===== config.mk =====
export PLATFORM = sky130hd
export DESIGN_NAME = hdlc_tagged_tx
export DESIGN_NICKNAME = d
export VERILOG_FILES = /design/src/rtl/hdlc_tx_pkg.sv /design/src/rtl/hdlc_crc16.sv /design/src/rtl/hdlc_bit_serializer.sv /design/src/rtl/hdlc_tagged_tx.sv
export SDC_FILE = /design/constraint.sdc
export NUM_CORES = 1
export LEC_CHECK = 0
export ABC_AREA = 1
export BUFFER_PORTS_ARGS = -buffer_cell sky130_fd_sc_hd__buf_4
export CAP_MARGIN = 20
export CORE_ASPECT_RATIO = 0.6
export CORE_MARGIN = 1
export CORE_UTILIZATION = 25
export DETAILED_ROUTE_END_ITERATION = 7
export SLEW_MARGIN = 25
export SYNTH_ARGS = -nofsm -noshare
export SYNTH_HDL_FRONTEND = slang
export SYNTH_SLANG_ARGS = --single-unit

===== constraint.sdc =====
create_clock -name clk -period 4.05 [get_ports clk]
set_clock_uncertainty 0.15 [all_clocks]
set_input_delay 0.6075 -clock clk [delete_from_list [all_inputs] [get_ports clk]]
set_output_delay 0.6075 -clock clk [all_outputs]
set_load 0.01 [all_outputs]

===== src/rtl/hdlc_tx_pkg.sv =====
package hdlc_tx_pkg;
  typedef enum logic [2:0] {
    U_MARK  = 3'd0,
    U_FLAG  = 3'd1,
    U_DATA  = 3'd2,
    U_FCS   = 3'd3,
    U_ABORT = 3'd4
  } unit_e;

  localparam logic [7:0]  FLAG_OCTET  = 8'h7E;
  localparam logic [7:0]  ONES_OCTET  = 8'hFF;
  localparam logic [15:0] CRC_POLY_LSB = 16'h8408;
  localparam logic [15:0] CRC_PRESET   = 16'hFFFF;
endpackage


===== src/rtl/hdlc_crc16.sv =====
module hdlc_crc16 #(
  parameter int          CRC_W  = 16,
  parameter logic [15:0] POLY   = 16'h8408,
  parameter logic [15:0] PRESET = 16'hFFFF
) (
  input  logic             clk,
  input  logic             rst_n,
  input  logic             init,
  input  logic             upd,
  input  logic             din,
  output logic [CRC_W-1:0] crc_q
);
  logic fb;
  assign fb = crc_q[0] ^ din;

  always_ff @(posedge clk) begin
    if (!rst_n || init) crc_q <= PRESET[CRC_W-1:0];
    else if (upd)       crc_q <= (crc_q >> 1) ^ (fb ? POLY[CRC_W-1:0] : '0);
  end
endmodule


===== src/rtl/hdlc_bit_serializer.sv =====
module hdlc_bit_serializer #(
  parameter int WORD_W = 16,
  parameter int RUN    = 5,
  localparam int CNT_W = $clog2(WORD_W + 1),
  localparam int RUN_W = $clog2(RUN + 1)
) (
  input  logic              clk,
  input  logic              rst_n,
  input  logic              stb,
  input  logic [WORD_W-1:0] load_word,
  input  logic [CNT_W-1:0]  load_len,
  input  logic              load_stuff,
  output logic              need_load,
  output logic              stuff_now,
  output logic              emit_bit,
  output logic              bit_q
);
  logic [WORD_W-1:0] sh;
  logic [CNT_W-1:0]  cnt;
  logic [RUN_W-1:0]  run, run_base;
  logic              stuff_on;

  assign stuff_now = stuff_on && (run == RUN_W'(RUN));
  assign need_load = (cnt == '0) && !stuff_now;
  assign emit_bit  = stuff_now ? 1'b0 : ((cnt == '0) ? load_word[0] : sh[0]);
  assign run_base  = stuff_on ? run : '0;

  always_ff @(posedge clk) begin
    if (!rst_n) begin
      sh       <= '0;
      cnt      <= '0;
      run      <= '0;
      stuff_on <= 1'b0;
      bit_q    <= 1'b1;
    end else if (stb) begin
      bit_q <= emit_bit;
      if (stuff_now) begin
        run <= '0;
      end else if (cnt == '0) begin
        sh       <= load_word >> 1;
        cnt      <= load_len - CNT_W'(1);
        stuff_on <= load_stuff;
        run      <= (load_stuff && load_word[0]) ? run_base + RUN_W'(1) : '0;
      end else begin
        sh  <= sh >> 1;
        cnt <= cnt - CNT_W'(1);
        run <= (stuff_on && sh[0]) ? run + RUN_W'(1) : '0;
      end
    end
  end

  AST_STUFF_ZERO: assert property (@(posedge clk) disable iff (!rst_n)
    (stb && stuff_now) |=> !bit_q) else $error("stuffed bit not zero");
  AST_BIT_HOLD: assert property (@(posedge clk) disable iff (!rst_n)
    !stb |=> $stable(bit_q)) else $error("line bit moved without strobe");
endmodule


===== src/rtl/hdlc_tagged_tx.sv =====
module hdlc_tagged_tx
  import hdlc_tx_pkg::*;
#(
  parameter int DATA_W = 8,
  parameter int FCS_W  = 16,
  localparam int CNT_W = $clog2(FCS_W + 1)
) (
  input  logic              clk,
  input  logic              rst_n,
  input  logic              tx_en,
  input  logic              fill_flags,
  input  logic              bit_stb,
  input  logic              in_valid,
  output logic              in_ready,
  input  logic [DATA_W-1:0] in_data,
  input  logic              in_eop,
  input  logic              in_abort,
  output logic              tx_bit,
  output logic              frame_done,
  output logic              abort_done,
  output logic              underrun
);
  unit_e             unit_q, nxt, idle_u;
  logic              eop_q;
  logic              pop, fin, abt, und, start, take;
  logic              need_load, stuff_now, emit_bit;
  logic [FCS_W-1:0]  load_word, crc_q;
  logic [CNT_W-1:0]  load_len;
  logic              load_stuff, crc_init, crc_upd;

  assign start  = tx_en && in_valid;
  assign idle_u = (tx_en && fill_flags) ? U_FLAG : U_MARK;

  always_comb begin
    nxt = unit_q;
    pop = 1'b0;
    fin = 1'b0;
    abt = 1'b0;
    und = 1'b0;
    case (unit_q)
      U_DATA: begin
        if (eop_q) nxt = U_FCS;
        else if (in_valid) begin
          pop = 1'b1;
          if (in_abort) begin nxt = U_ABORT; abt = 1'b1; end
          else nxt = U_DATA;
        end else begin
          nxt = U_ABORT; abt = 1'b1; und = 1'b1;
        end
      end
      U_FCS: begin nxt = U_FLAG; fin = 1'b1; end
      U_FLAG: begin
        if (start) begin
          pop = 1'b1;
          if (in_abort) begin nxt = U_ABORT; abt = 1'b1; end
          else nxt = U_DATA;
        end else nxt = idle_u;
      end
      default: nxt = start ? U_FLAG : idle_u;
    endcase
  end

  always_comb begin
    load_stuff = 1'b0;
    load_len   = CNT_W'(8);
    case (nxt)
      U_DATA: begin
        load_word  = {{(FCS_W-DATA_W){1'b0}}, in_data};
        load_len   = CNT_W'(DATA_W);
        load_stuff = 1'b1;
      end
      U_FCS: begin
        load_word  = ~crc_q;
        load_len   = CNT_W'(FCS_W);
        load_stuff = 1'b1;
      end
      U_FLAG:  load_word = FCS_W'(FLAG_OCTET);
      default: load_word = FCS_W'(ONES_OCTET);
    endcase
  end

  assign take     = bit_stb && need_load;
  assign in_ready = take && pop;
  assign crc_init = take && (nxt != U_DATA) && (nxt != U_FCS);
  assign crc_upd  = bit_stb && !stuff_now && (take ? (nxt == U_DATA) : (unit_q == U_DATA));

  always_ff @(posedge clk) begin
    if (!rst_n) begin
      unit_q     <= U_MARK;
      eop_q      <= 1'b0;
      frame_done <= 1'b0;
      abort_done <= 1'b0;
      underrun   <= 1'b0;
    end else begin
      frame_done <= take && fin;
      abort_done <= take && abt;
      underrun   <= take && und;
      if (take) unit_q <= nxt;
      if (in_ready) eop_q <= in_eop && !in_abort;
    end
  end

  hdlc_crc16 #(.CRC_W(FCS_W), .POLY(CRC_POLY_LSB), .PRESET(CRC_PRESET)) u_crc (
    .clk(clk), .rst_n(rst_n), .init(crc_init), .upd(crc_upd), .din(emit_bit), .crc_q(crc_q)
  );

  hdlc_bit_serializer #(.WORD_W(FCS_W), .RUN(5)) u_ser (
    .clk(clk), .rst_n(rst_n), .stb(bit_stb), .load_word(load_word), .load_len(load_len),
    .load_stuff(load_stuff), .need_load(need_load), .stuff_now(stuff_now),
    .emit_bit(emit_bit), .bit_q(tx_bit)
  );

  AST_READY_ON_STROBE: assert property (@(posedge clk) disable iff (!rst_n)
    in_ready |-> bit_stb) else $error("ready outside strobe");
  AST_UNDERRUN_ABORTS: assert property (@(posedge clk) disable iff (!rst_n)
    underrun |-> abort_done) else $error("underrun without abort");
  AST_PULSE_EXCL: assert property (@(posedge clk) disable iff (!rst_n)
    !(frame_done && abort_done)) else $error("frame and abort together");
  AST_ONES_UNITS: assert property (@(posedge clk) disable iff (!rst_n)
    (unit_q == U_MARK || unit_q == U_ABORT) |-> tx_bit) else $error("zero in ones unit");
endmodule


# Word-level counts from Yosys, hierarchy flattened
# Index checks and enable logic that the tools add are counted.
dict set report totals {
  reg_bits 49
  latch_bits 0
  ramBits 0
  romBits 0
  input_bits 16
  wordCells 86
  mem_count 0
}
dict set report op_classes {
  add_sub_neg 4
  n_mul 0
  n_div 0
  magnitude_cmp 0
  n_eq_ne 9
  shifts 0
  n_mux 34
  bitwise 4
  n_reduce_logical 24
}
# cell count
set op_table {}
lappend op_table {{one-hot mux 16 bit (3 select lines)} 1}
lappend op_table {{two-way mux 3 bit} 9}
lappend op_table {{two-way mux 1 bit} 17}
lappend op_table {{logical AND 1 bit} 16}
lappend op_table {{two-way mux 16 bit} 1}
lappend op_table {{NOT 16 bit} 1}
lappend op_table {{XOR 15 x 16 -> 16 bit} 1}
lappend op_table {{two-way mux 15 bit} 1}
lappend op_table {{equality test 3 x 2 -> 1 bit, second input constant} 4}
lappend op_table {{two-way mux 5 bit} 2}
lappend op_table {{subtractor 5 x 1 -> 5 bit, second input constant} 2}
lappend op_table {{one-hot mux 3 bit (3 select lines)} 1}
lappend op_table {{adder 3 x 1 -> 3 bit, second input constant} 2}
lappend op_table {{equality test 3 x 1 -> 1 bit, second input constant} 2}
lappend op_table {{!= test 3 x 2 -> 1 bit, second input constant} 2}
lappend op_table {{logical NOT 5 bit} 1}
lappend op_table {{one-hot mux 1 bit (2 select lines)} 2}
lappend op_table {{equality test 3 bit, second input constant} 1}
lappend op_table {{logical NOT 1 bit} 3}
lappend op_table {{AND reduction 3 bit} 1}
lappend op_table {{AND reduction 2 bit} 1}
lappend op_table {{OR reduction 2 bit} 1}
lappend op_table {{logical OR 1 bit} 1}
lappend op_table {{NOT 1 bit} 1}
lappend op_table {{XOR 1 bit} 1}

# Depth between registers and ports, before layout
# Gate-level depths: netlist of the first run.
dict set report logic_depth {
  ltp_word 11
  depth_mapped 14
  depth_no_buf 14
}

# Hierarchy
# From an unflattened synthesis of the first run, not the netlist that was laid out.
dict set report unflattened {
  hier_cells 423
  hier_area_um2 2782.7
}
# mod n_inst cells_each area_each_um2
set modules_own_cells {}
lappend modules_own_cells {hdlc_bit_serializer 1 212 1427.6}
lappend modules_own_cells {hdlc_tagged_tx 1 130 715.7}
lappend modules_own_cells {hdlc_crc16 1 81 639.4}

# Worst setup path after synthesis of the first run
# Ideal clock, no wire load.
dict set report synth_path {
  path_type {input-to-reg}
  startpoint {in in_valid}
  endpoint {reg u_crc.crc_q[11]}
  setup_time_ps 119
  arrival_ps 1634
  required_time_ps 3781
  setup_slack_ps 2147
  path_stages 12
  n_path_buf 1
  path_cell_list {inv_1 -> o21ai_0 -> nand2_1 -> nand2_2 -> inv_2 -> nor2_8 -> nor2_2 -> inv_2 -> nand2_4 -> buf_6 -> a21oi_1 -> o21ai_1}
}
dict set report synth_between {
  elab_chain_cells 7
  elab_cells_between_ends 14
  cone_classes {eq/ne (3); mux (6); reduce/logical (5)}
}
# item line
set synth_rtl {}
lappend synth_rtl {{from (decl)} hdlc_tagged_tx.sv:13} ;# input logic in_valid,
lappend synth_rtl {{two-way mux 3 bit or logical AND 1 bit (tied branches)} {hdlc_tagged_tx.sv:43, hdlc_tagged_tx.sv:31}}
lappend synth_rtl {{two-way mux 3 bit (tied with other cells)} hdlc_tagged_tx.sv:42} ;# if (eop_q) nxt = U_FCS;
lappend synth_rtl {{one-hot mux 3 bit (3 select lines) (*)} hdlc_tagged_tx.sv:40} ;# case (unit_q)
lappend synth_rtl {{!= test 3 x 2 -> 1 bit} hdlc_tagged_tx.sv:84} ;# assign crc_init = take && (nxt != U_DATA) && (nxt != U_FCS);
lappend synth_rtl {{logical AND 1 bit (2 in series)} hdlc_tagged_tx.sv:84}
lappend synth_rtl {{logical OR 1 bit} hdlc_crc16.sv:17} ;# if (!rst_n || init) crc_q <= PRESET[CRC_W-1:0];
lappend synth_rtl {{to (signal assigned)} hdlc_crc16.sv:17}
lappend synth_rtl {{to (signal assigned)} hdlc_crc16.sv:18} ;# else if (upd) crc_q <= (crc_q >> 1) ^ (fb ? POLY[CRC_W-1:0] : '0);
lappend synth_rtl {{to (decl)} hdlc_crc16.sv:11} ;# output logic [CRC_W-1:0] crc_q
# Mark *: on every way between the ends. The rest lies on a longest branch, timed or not.
# A chain may end at the register's enable or synchronous reset.

# Worst setup path in the final report of the first run
dict set report layout_path {
  startpoint {reg u_ser.run[1]}
  endpoint {out in_ready}
}
dict set report layout_between {
  elab_chain_cells 6
}
# item line
set layout_rtl {}
lappend layout_rtl {{from (decl)} hdlc_bit_serializer.sv:20} ;# logic [RUN_W-1:0] run, run_base;
lappend layout_rtl {{from (signal assigned)} hdlc_bit_serializer.sv:43} ;# run <= (load_stuff && load_word[0]) ? run_base + RUN_W'(1) : '0;
lappend layout_rtl {{from (signal assigned)} hdlc_bit_serializer.sv:47} ;# run <= (stuff_on && sh[0]) ? run + RUN_W'(1) : '0;
lappend layout_rtl {{equality test 3 bit} hdlc_bit_serializer.sv:23} ;# assign stuff_now = stuff_on && (run == RUN_W'(RUN));
lappend layout_rtl {{logical AND 1 bit} hdlc_bit_serializer.sv:23}
lappend layout_rtl {{logical NOT 1 bit} hdlc_bit_serializer.sv:24} ;# assign need_load = (cnt == '0) && !stuff_now;
lappend layout_rtl {{logical AND 1 bit} hdlc_bit_serializer.sv:24}
lappend layout_rtl {{logical AND 1 bit} hdlc_tagged_tx.sv:82} ;# assign take = bit_stb && need_load;
lappend layout_rtl {{logical AND 1 bit} hdlc_tagged_tx.sv:83} ;# assign in_ready = take && pop;
lappend layout_rtl {{to (decl)} hdlc_tagged_tx.sv:14} ;# output logic in_ready,
# No other way between the ends.

==> results_tabular.tex, run 1 <==
\begin{tabular}{lr}
\hline
Metric & Value \\
\hline
\multicolumn{2}{l}{\textbf{Status}} \\
\quad Run status & finished clean \\
\multicolumn{2}{l}{\textbf{Yosys}} \\
\quad Number of flops mapped to enable cells by yosys & 0 \\
\quad Number of register bits inferred by synthesis & 48 \\
\quad Share of flip-flops with an asynchronous set or reset & 0\% \\
\quad Synthesized instance count & 316 \\
\quad Avg Synthesized Cell Area & 7.53 µm² \\
\quad Top cells by area, synth & sky130\_fd\_sc\_hd\_\_dfxtp\_1, sky130\_fd\_sc\_hd\_\_a21oi\_1, sky130\_fd\_sc\_hd\_\_nand2\_1, sky130\_fd\_sc\_hd\_\_o21ai\_0, sky130\_fd\_sc\_hd\_\_nand3\_1 \\
\quad Area share of the largest cell type after synthesis & 40.4\% \\
\quad Post-synth net total & 336 \\
\quad Most area-hungry cell type in the Yosys netlist & sky130\_fd\_sc\_hd\_\_dfxtp\_1 \\
\quad Number of synthesis warnings & 0 \\
\quad Predominant post-synthesis flop cell & sky130\_fd\_sc\_hd\_\_dfxtp\_1 \\
\quad Post-Synthesis Cell Area & 0.00238 mm² \\
\quad Number of distinct library cells after synthesis & 38 \\
\quad Post-synthesis sequential area ratio & 40.4\% \\
\multicolumn{2}{l}{\textbf{Placed design}} \\
\quad Final HPWL DP & 4190 µm \\
\quad Port bufs & 20 \\
\quad Gpl congestion & 0.838 \\
\multicolumn{2}{l}{\textbf{STA}} \\
\quad Part of the cycle the worst path needs & 64.5\% \\
\quad Tightest Pin Transition & 631 ps \\
\quad Setup repair after global routing missed its margin & no \\
\quad Final slew viol count & 0 \\
\quad Setup-failing EPs final & 0 \\
\quad Sum Neg Setup Slack & 0 ps \\
\quad Endpoints failing hold & 0 \\
\quad Headroom to the max-slew limit & 57.9\% \\
\quad Max frequency & 383 MHz \\
\quad Final critical delay including setup and external delays & 2610 ps \\
\multicolumn{2}{l}{\textbf{Drt}} \\
\quad Post-DR wirelength/cell & 12.1 µm \\
\quad Vias after detailed routing & 2099 \\
\quad Post-detailed-route count of antenna-violating nets & 0 \\
\quad Number of detailed-route iterations in the first pass & 4 \\
\quad Mean number of vias per cell & 4.53 \\
\quad Routed wire length & 5590 µm \\
\quad Number of design rule violations left after detail routing & 0 \\
\quad Initial DRC Count & 144 \\
\multicolumn{2}{l}{\textbf{Worst setup path}} \\
\quad Category of the worst setup path capture point & primary output \\
\quad Cell repeated most along the worst path & sky130\_fd\_sc\_hd\_\_inv\_1 \\
\quad Worst reg-to-reg path cell count & 7 \\
\quad CP startpoint kind & flip-flop \\
\quad Data required time at the worst endpoint & 3290 ps \\
\quad Worst-path fanout max & 24 \\
\quad CP arrival & 1850 ps \\
\quad Critical path class & flip-flop to primary output \\
\quad Path length in cells of the critical path & 8 \\
\quad Crit path max-delay cell type & sky130\_fd\_sc\_hd\_\_dfxtp\_1 \\
\quad Cell-by-cell trace of the critical path & inv\_1, ha\_1, nand3\_1, nand2\_2, nor2\_8, nand2\_1, inv\_1, buf\_4 \\
\quad Crit path max-delay family & simple AND/OR/NAND/NOR gates \\
\quad Worst stage delay on the critical path & 370 ps \\
\quad Combined buffer and inverter count along the critical path & 3 \\
\multicolumn{2}{l}{\textbf{Layout}} \\
\quad Layout filler cell count & 1029 \\
\quad Register area & 961 µm² \\
\quad Synthesis-to-layout area growth & 16.7\% \\
\quad Post-layout net count & 352 \\
\quad Most used cells in the layout excluding fill and tap cells & sky130\_fd\_sc\_hd\_\_nand2\_1, sky130\_fd\_sc\_hd\_\_dfxtp\_1, sky130\_fd\_sc\_hd\_\_a21oi\_1 \\
\quad Area taken by multi-input logic gates & 0.00122 mm² \\
\quad Share of layout cells above drive strength 1 & 17.7\% \\
\quad Most common library cell in the layout ignoring fill and taps & sky130\_fd\_sc\_hd\_\_nand2\_1 \\
\quad Diodes inserted & 0 \\
\multicolumn{2}{l}{\textbf{Clock tree}} \\
\quad Deepest level of the CTS H-tree & 2 \\
\quad Hold bufs inserted after CTS & 0 \\
\quad Root buffer cell & sky130\_fd\_sc\_hd\_\_clkbuf\_16 \\
\quad Maximum count of clock buffers along a single path & 2 \\
\quad Worst-path clk slew & 70 ps \\
\quad Count of instances resized after the clock tree is built & 0 \\
\quad Sinks on Clock Net & 48 \\
\quad Clock insertion delay at the later pin of the skew report & 290 ps \\
\quad CTS tree & done \\
\quad Clock buffers created by TritonCTS & 5 \\
\quad Post-CTS Setup Inserts & 0 \\
\multicolumn{2}{l}{\textbf{Global routing}} \\
\quad Number of antenna violations at the first check in global routing & 0 \\
\quad Global-route wire length before repair & 9280 µm \\
\quad Number of global-route vias before repair & 1847 \\
\quad Gr usage total & 12.2\% \\
\quad GRT overflow & 0 \\
\quad Pin count of the biggest net entering global routing & 25 \\
\multicolumn{2}{l}{\textbf{Floorplanning}} \\
\quad Die area & 0.00993 mm² \\
\quad Starting utilization of the core area & 25.9\% \\
\quad Std cell rows & 27 \\
\quad Die X-Extent & 128 µm \\
\quad Die Y & 77.6 µm \\
\quad Top Ports & 21 \\
\quad Floorplan core area & 0.00919 mm² \\
\multicolumn{2}{l}{\textbf{Worst hold path}} \\
\quad Cell depth of the worst min-delay path & 2 \\
\quad Hold crit path type & flip-flop to flip-flop \\
\multicolumn{2}{l}{\textbf{Power}} \\
\quad Leakage power & 1.18 nW \\
\quad Maximum vdd ir drop & 0.000191 V \\
\quad Pwr dens & 429 mW/mm² \\
\quad PnR Total Power & 0.00119 W \\
\multicolumn{2}{l}{\textbf{Run}} \\
\quad Number of max-cap violations & 0 \\
\hline
\end{tabular}
-- worst register-to-register path: cells and delay by family, from the launching register on --
family | cells | cell delay [ps]
AOI/OAI and AO/OA | 2 | 470
DFF | 1 | 370
buffers and inverters | 2 | 680
adders and majority gates | 1 | 170
and+or+nand+nor | 2 | 430
-- power breakdown --
group | leakage [nW] | internal [W] | switching [W] | total, W
Combinational | 0.714 | 0.0000765 | 0.000144 | 0.000221
Clock | 0.0766 | 0.000244 | 0.000182 | 0.000426
Sequential | 0.393 | 0.000513 | 0.0000315 | 0.000544
Total | 1.18 | 0.000833 | 0.000358 | 0.00119
-- Yosys cell counts (2+ instances only) --
cell type,n
sky130_fd_sc_hd__a211oi_1,2
sky130_fd_sc_hd__a21oi_1,47
sky130_fd_sc_hd__buf_2,3
sky130_fd_sc_hd__buf_6,2
sky130_fd_sc_hd__clkbuf_1,4
sky130_fd_sc_hd__dfxtp_1,48
sky130_fd_sc_hd__ha_1,4
sky130_fd_sc_hd__inv_1,30
sky130_fd_sc_hd__inv_2,6
sky130_fd_sc_hd__nand2_1,55
sky130_fd_sc_hd__nand2_2,5
sky130_fd_sc_hd__nand2_4,2
sky130_fd_sc_hd__nand3_1,23
sky130_fd_sc_hd__nand3_2,2
sky130_fd_sc_hd__nor2_1,14
sky130_fd_sc_hd__nor2_2,4
sky130_fd_sc_hd__nor2_8,2
sky130_fd_sc_hd__o211ai_1,4
sky130_fd_sc_hd__o211ai_2,3
sky130_fd_sc_hd__o21ai_0,25
sky130_fd_sc_hd__o21ai_1,12
sky130_fd_sc_hd__o22ai_1,2
sky130_fd_sc_hd__xor2_1,2
-- state kept, by name, summed over array words and instances, names as in the netlist, 3 cells and up --
signal and cells:
u_ser.sh 15, unit_q 3, u_ser.cnt 5, u_ser.run 3
u_crc.crc_q 16
-- cells by family (layout without fill, tap and decap cells) --
family	count (synthesis)	count (layout)	synth area share (%)
and+or+nand+nor	113	113	24.4
xor gates and xnor gates	3	3	1.10
AOI/OAI and AO/OA	100	100	23.4
DFF	48	48	40.4
adders and majority gates	4	4	2.10
buffers and inverters	48	65	8.52
-- through the flow --
step	instances	worst slack (ps)	hold WS [ps]	utilization [%]	cell area (µm²)
global route	463	1240	338	30.2	2780
CTS	463	1410	319	30.2	2780
global placement	455	1770	302	28.6	2630
finish	463	1440	320	30.2	2780
detailed placement	455	1690	311	28.6	2630
floorplan	316	2150	289	-	2380
-- final cells by class --
type                       instances  share of cell area, %
clock buffer                       6                   5.00
clock inverter                     2                  0.360
inverter                          37                   5.00
multi-input combinational        220                   43.8
sequential                        48                   34.6
tap                              130                   5.86
timing repair buffer              20                   5.41
-- metal layers --
metal	up-vias	GRT usage (%)	wire (µm)
met5	-	0	0
met4	0	3.53	65
met3	5	4.48	286
met2	37	15.7	2130
met1	964	18.3	3110
li1	1093	-	-
-- worst paths after layout --
path	from	end	slack, ps
max	u_ser.run[1]	in_ready	1440
min	u_ser.sh[5]	u_ser.sh[5]	320
max reg2reg	u_ser.run[1]	u_ser.cnt[3]	1680
min reg2reg	u_ser.sh[5]	u_ser.sh[5]	320
Note: power is estimated with default switching activity, not from simulation.
==> run 2: changes to the inputs <==
--- a/config.mk
+++ b/config.mk
@@ -5,7 +5,7 @@
 export SDC_FILE = /design/constraint.sdc
 export NUM_CORES = 1
 export LEC_CHECK = 0
-export ABC_AREA = 1
+export ABC_AREA = 0
 export BUFFER_PORTS_ARGS = -buffer_cell sky130_fd_sc_hd__buf_4
 export CAP_MARGIN = 20
 export CORE_ASPECT_RATIO = 0.6
==> constraint.sdc (replaced) <==
create_clock -name clk -period 2.5 [get_ports clk]
set_clock_uncertainty 0.15 [all_clocks]
set_input_delay 0.375 -clock clk [delete_from_list [all_inputs] [get_ports clk]]
set_output_delay 0.375 -clock clk [all_outputs]
set_load 0.01 [all_outputs]
==> run 2 against run 1 <==
Clock power grew 62%. Design area grew 8.3%. Combinational power grew 130%. Synthesized cell count shrank 0.32%. Sequential power grew 61%. Wire length grew 13%. Synthesized area grew 4.9%. Register-to-register slack lost 1500 ps. Die area grew 4.8%. Utilization grew 1.7 points. Largest power group unchanged. Final cell count grew 1.1%.
==> results_tabular.tex, run 2 <==
\begin{tabular}{lr}
\hline
Metric & Value \\
\hline
\multicolumn{2}{l}{\textbf{Status}} \\
\quad Run status & finished clean \\
\multicolumn{2}{l}{\textbf{Clock tree}} \\
\quad Clock buffers created by TritonCTS & 5 (unchanged) \\
\quad Deepest level of the CTS H-tree & 2 (unchanged) \\
\quad CTS tree & done \\
\quad Count of instances resized after the clock tree is built & 0 (unchanged) \\
\quad Worst-path clk slew & 60 ps (about the same) \\
\quad Post-CTS Setup Inserts & 0 (unchanged) \\
\quad Maximum count of clock buffers along a single path & 2 (unchanged) \\
\quad Hold bufs inserted after CTS & 0 (unchanged) \\
\quad Root buffer cell & sky130\_fd\_sc\_hd\_\_clkbuf\_16 \\
\quad Clock insertion delay at the later pin of the skew report & 300 ps (about the same) \\
\quad Sinks on Clock Net & 48 (unchanged) \\
\multicolumn{2}{l}{\textbf{Drt}} \\
\quad Routed wire length & 6340 µm (+13\%) \\
\quad Post-detailed-route count of antenna-violating nets & 0 (unchanged) \\
\quad Initial DRC Count & 154 (+6.9\%) \\
\quad Mean number of vias per cell & 4.92 (+8.6\%) \\
\quad Number of detailed-route iterations in the first pass & 4 (unchanged) \\
\quad Number of design rule violations left after detail routing & 0 (unchanged) \\
\quad Vias after detailed routing & 2304 (+9.8\%) \\
\quad Post-DR wirelength/cell & 13.5 µm (+12\%) \\
\multicolumn{2}{l}{\textbf{Layout}} \\
\quad Top register by number of flip-flops & u\_crc.crc\_q \\
\quad Share of layout cells above drive strength 1 & 17.8\% (+0.034 points) \\
\quad Diodes inserted & 0 (unchanged) \\
\quad Post-layout net count & 357 (+1.4\%) \\
\quad Most used cells in the layout excluding fill and tap cells & sky130\_fd\_sc\_hd\_\_dfxtp\_1, sky130\_fd\_sc\_hd\_\_buf\_4, sky130\_fd\_sc\_hd\_\_nor2\_1, sky130\_fd\_sc\_hd\_\_nand3\_1, sky130\_fd\_sc\_hd\_\_a21oi\_1 \\
\quad Max FFs per register & 16 (unchanged) \\
\quad Synthesis-to-layout area growth & 20.5\% \\
\quad Biggest regs & u\_crc.crc\_q (16), u\_ser.sh (15), u\_ser.cnt (5) \\
\quad Most common library cell in the layout ignoring fill and taps & sky130\_fd\_sc\_hd\_\_dfxtp\_1 \\
\multicolumn{2}{l}{\textbf{STA}} \\
\quad Setup-failing EPs final & 0 (unchanged) \\
\quad Part of the cycle the worst path needs & 94.2\% \\
\quad Max frequency & 424 MHz \\
\quad Headroom to the max-slew limit & 71.4\% (+14 points) \\
\quad Final critical delay including setup and external delays & 2360 ps \\
\quad Endpoints failing hold & 0 (unchanged) \\
\quad Tightest Pin Transition & 426 ps (-206 ps) \\
\quad Setup repair after global routing missed its margin & no \\
\quad Final slew viol count & 0 (unchanged) \\
\quad Sum Neg Setup Slack & 0 ps (unchanged) \\
\multicolumn{2}{l}{\textbf{Run}} \\
\quad Number of max-cap violations & 0 (unchanged) \\
\multicolumn{2}{l}{\textbf{Floorplanning}} \\
\quad Std cell rows & 27 (unchanged) \\
\quad Die area & 0.0104 mm² (+4.8\%) \\
\quad Starting utilization of the core area & 26.5\% (+0.60 points) \\
\quad Top Ports & 21 (unchanged) \\
\quad Floorplan core area & 0.00943 mm² (+2.6\%) \\
\quad Die X-Extent & 131 µm (+2.4\%) \\
\quad Die Y & 79.4 µm (+2.4\%) \\
\multicolumn{2}{l}{\textbf{Worst setup path}} \\
\quad CP arrival & 2380 ps (+530 ps) \\
\quad Category of the worst setup path capture point & flip-flop \\
\quad Data required time at the worst endpoint & 2530 ps (-760 ps) \\
\quad Worst-path fanout max & 8 (-67\%) \\
\quad Critical path class & flip-flop to flip-flop \\
\quad CP startpoint kind & flip-flop \\
\multicolumn{2}{l}{\textbf{Power}} \\
\quad Leakage power & 1.09 nW (-7.9\%) \\
\quad Maximum vdd ir drop & 0.000271 V (+42\%) \\
\quad Pwr dens & 687 mW/mm² (+60\%) \\
\quad PnR Total Power & 0.00207 W (+74\%) \\
\multicolumn{2}{l}{\textbf{Yosys}} \\
\quad Top cells by area, synth & sky130\_fd\_sc\_hd\_\_dfxtp\_1, sky130\_fd\_sc\_hd\_\_nand3\_1, sky130\_fd\_sc\_hd\_\_a21oi\_1, sky130\_fd\_sc\_hd\_\_nor2\_1, sky130\_fd\_sc\_hd\_\_o21ai\_0 \\
\quad Number of register bits inferred by synthesis & 48 (unchanged) \\
\quad Number of distinct library cells after synthesis & 50 (+32\%) \\
\quad Dominant cell by count in the synthesized netlist & sky130\_fd\_sc\_hd\_\_dfxtp\_1 \\
\quad Post-Synthesis Cell Area & 0.00250 mm² (+4.9\%) \\
\quad Synthesized instance count & 315 (-0.32\%) \\
\quad Most area-hungry cell type in the Yosys netlist & sky130\_fd\_sc\_hd\_\_dfxtp\_1 \\
\quad Number of flops mapped to enable cells by yosys & 0 (unchanged) \\
\quad Most common library cells after synthesis & sky130\_fd\_sc\_hd\_\_dfxtp\_1, sky130\_fd\_sc\_hd\_\_nand3\_1, sky130\_fd\_sc\_hd\_\_nor2\_1 \\
\quad Post-synth net total & 335 (-0.30\%) \\
\quad Avg Synthesized Cell Area & 7.93 µm² (+5.3\%) \\
\quad Share of flip-flops with an asynchronous set or reset & 0\% (unchanged) \\
\quad Post-synthesis sequential area ratio & 38.5\% (-1.9 points) \\
\quad Number of synthesis warnings & 0 (unchanged) \\
\quad Predominant post-synthesis flop cell & sky130\_fd\_sc\_hd\_\_dfxtp\_1 \\
\quad Area share of the largest cell type after synthesis & 38.5\% (-1.9 points) \\
\multicolumn{2}{l}{\textbf{Global routing}} \\
\quad GRT overflow & 0 (unchanged) \\
\quad Pin count of the biggest net entering global routing & 39 (+56\%) \\
\quad Global-route wire length before repair & 10900 µm (+17\%) \\
\quad M2 GR Usage & 18.0\% (+2.3 points) \\
\quad Met3 usage & 3.22\% (-1.3 points) \\
\quad Gr usage total & 13.7\% (+1.5 points) \\
\quad Number of global-route vias before repair & 2127 (+15\%) \\
\quad Peak-usage layer in the global routing report & met1 \\
\quad Number of antenna violations at the first check in global routing & 0 (unchanged) \\
\quad GR met1 Demand/Resource & 20.8\% (+2.5 points) \\
\multicolumn{2}{l}{\textbf{Placed design}} \\
\quad Gpl congestion & 0.823 (-1.7\%) \\
\quad Port bufs & 20 (unchanged) \\
\quad Final HPWL DP & 4520 µm (+7.8\%) \\
\multicolumn{2}{l}{\textbf{Worst hold path}} \\
\quad Hold crit path type & primary input to flip-flop \\
\hline
\end{tabular}
## run 2: final cells by class
cell class | count | area [µm²]
clock inverters | 1 | 7.51
clock buffers | 7 | 143
multi-input cells | 235 | 1420
fillers | 987 | 6420
inverters | 9 | 33.8
well taps | 130 | 163
flip-flops and latches | 48 | 962
repair buffers | 38 | 285
## run 2: power breakdown
group / leakage [nW] / total [W] / switching, W / internal [W]
Combinational: 0.627 / 0.000503 / 0.000298 / 0.000204
Sequential: 0.393 / 0.000874 / 0.0000498 / 0.000824
Clock: 0.0701 / 0.000692 / 0.000293 / 0.000399
Total: 1.09 / 0.00207 / 0.000641 / 0.00143
## run 2: worst max-delay path, cell delays in order, from the launching register on
cell                       delay [ps]
sky130_fd_sc_hd__dfxtp_1          380
sky130_fd_sc_hd__or4b_4           560
sky130_fd_sc_hd__a21boi_4         160
sky130_fd_sc_hd__and2_4           190
sky130_fd_sc_hd__o32a_4           400
sky130_fd_sc_hd__a211oi_1         310
sky130_fd_sc_hd__nor3_2            80
## run 2: metal layers
| layer | wire, µm | up-vias |
|---|---|---|
| met3 | 262 | 7 |
| met2 | 2510 | 29 |
| met4 | 75 | 0 |
| met1 | 3490 | 1078 |
| li1 | - | 1190 |
| met5 | 0 | - |
## run 2: kinds of logic (layout without fill, tap and decap cells)
family | after synthesis | count (layout) | synth area share, %
buf+inv | 32 | 55 | 5.71
mux | 2 | 2 | 0.802
compound gates | 96 | 96 | 25.2
flops | 48 | 48 | 38.5
xor+xnor | 2 | 2 | 0.702
simple gates | 131 | 131 | 27.1
fa+ha+maj | 4 | 4 | 2.00
## run 2: stage by stage
step | hold WS [ps] | cells | worst slack (ps) | cell area [µm²] | utilization, %
6_report | 151 | 468 | 144 | 3010 | 31.9
5_1_grt | 151 | 468 | 9.45 | 3010 | 31.9
4_1_cts | 141 | 468 | 107 | 2990 | 31.7
3_5_place_dp | 299 | 460 | 118 | 2840 | 30.1
3_3_place_gp | 296 | 460 | 172 | 2840 | 30.1
2_1_floorplan | 282 | 315 | 233 | 2500 | -
## run 2: path summary, 6_finish.rpt
path	start	slack [ps]	cells after the start	to
worst min register to register	u_ser.sh[6]	300	2	u_ser.sh[6]
worst max-delay path	unit_q[2]	140	6	u_crc.crc_q[10]
worst max register to register	unit_q[2]	140	6	u_crc.crc_q[10]
worst min-delay path	in_valid	150	2	underrun
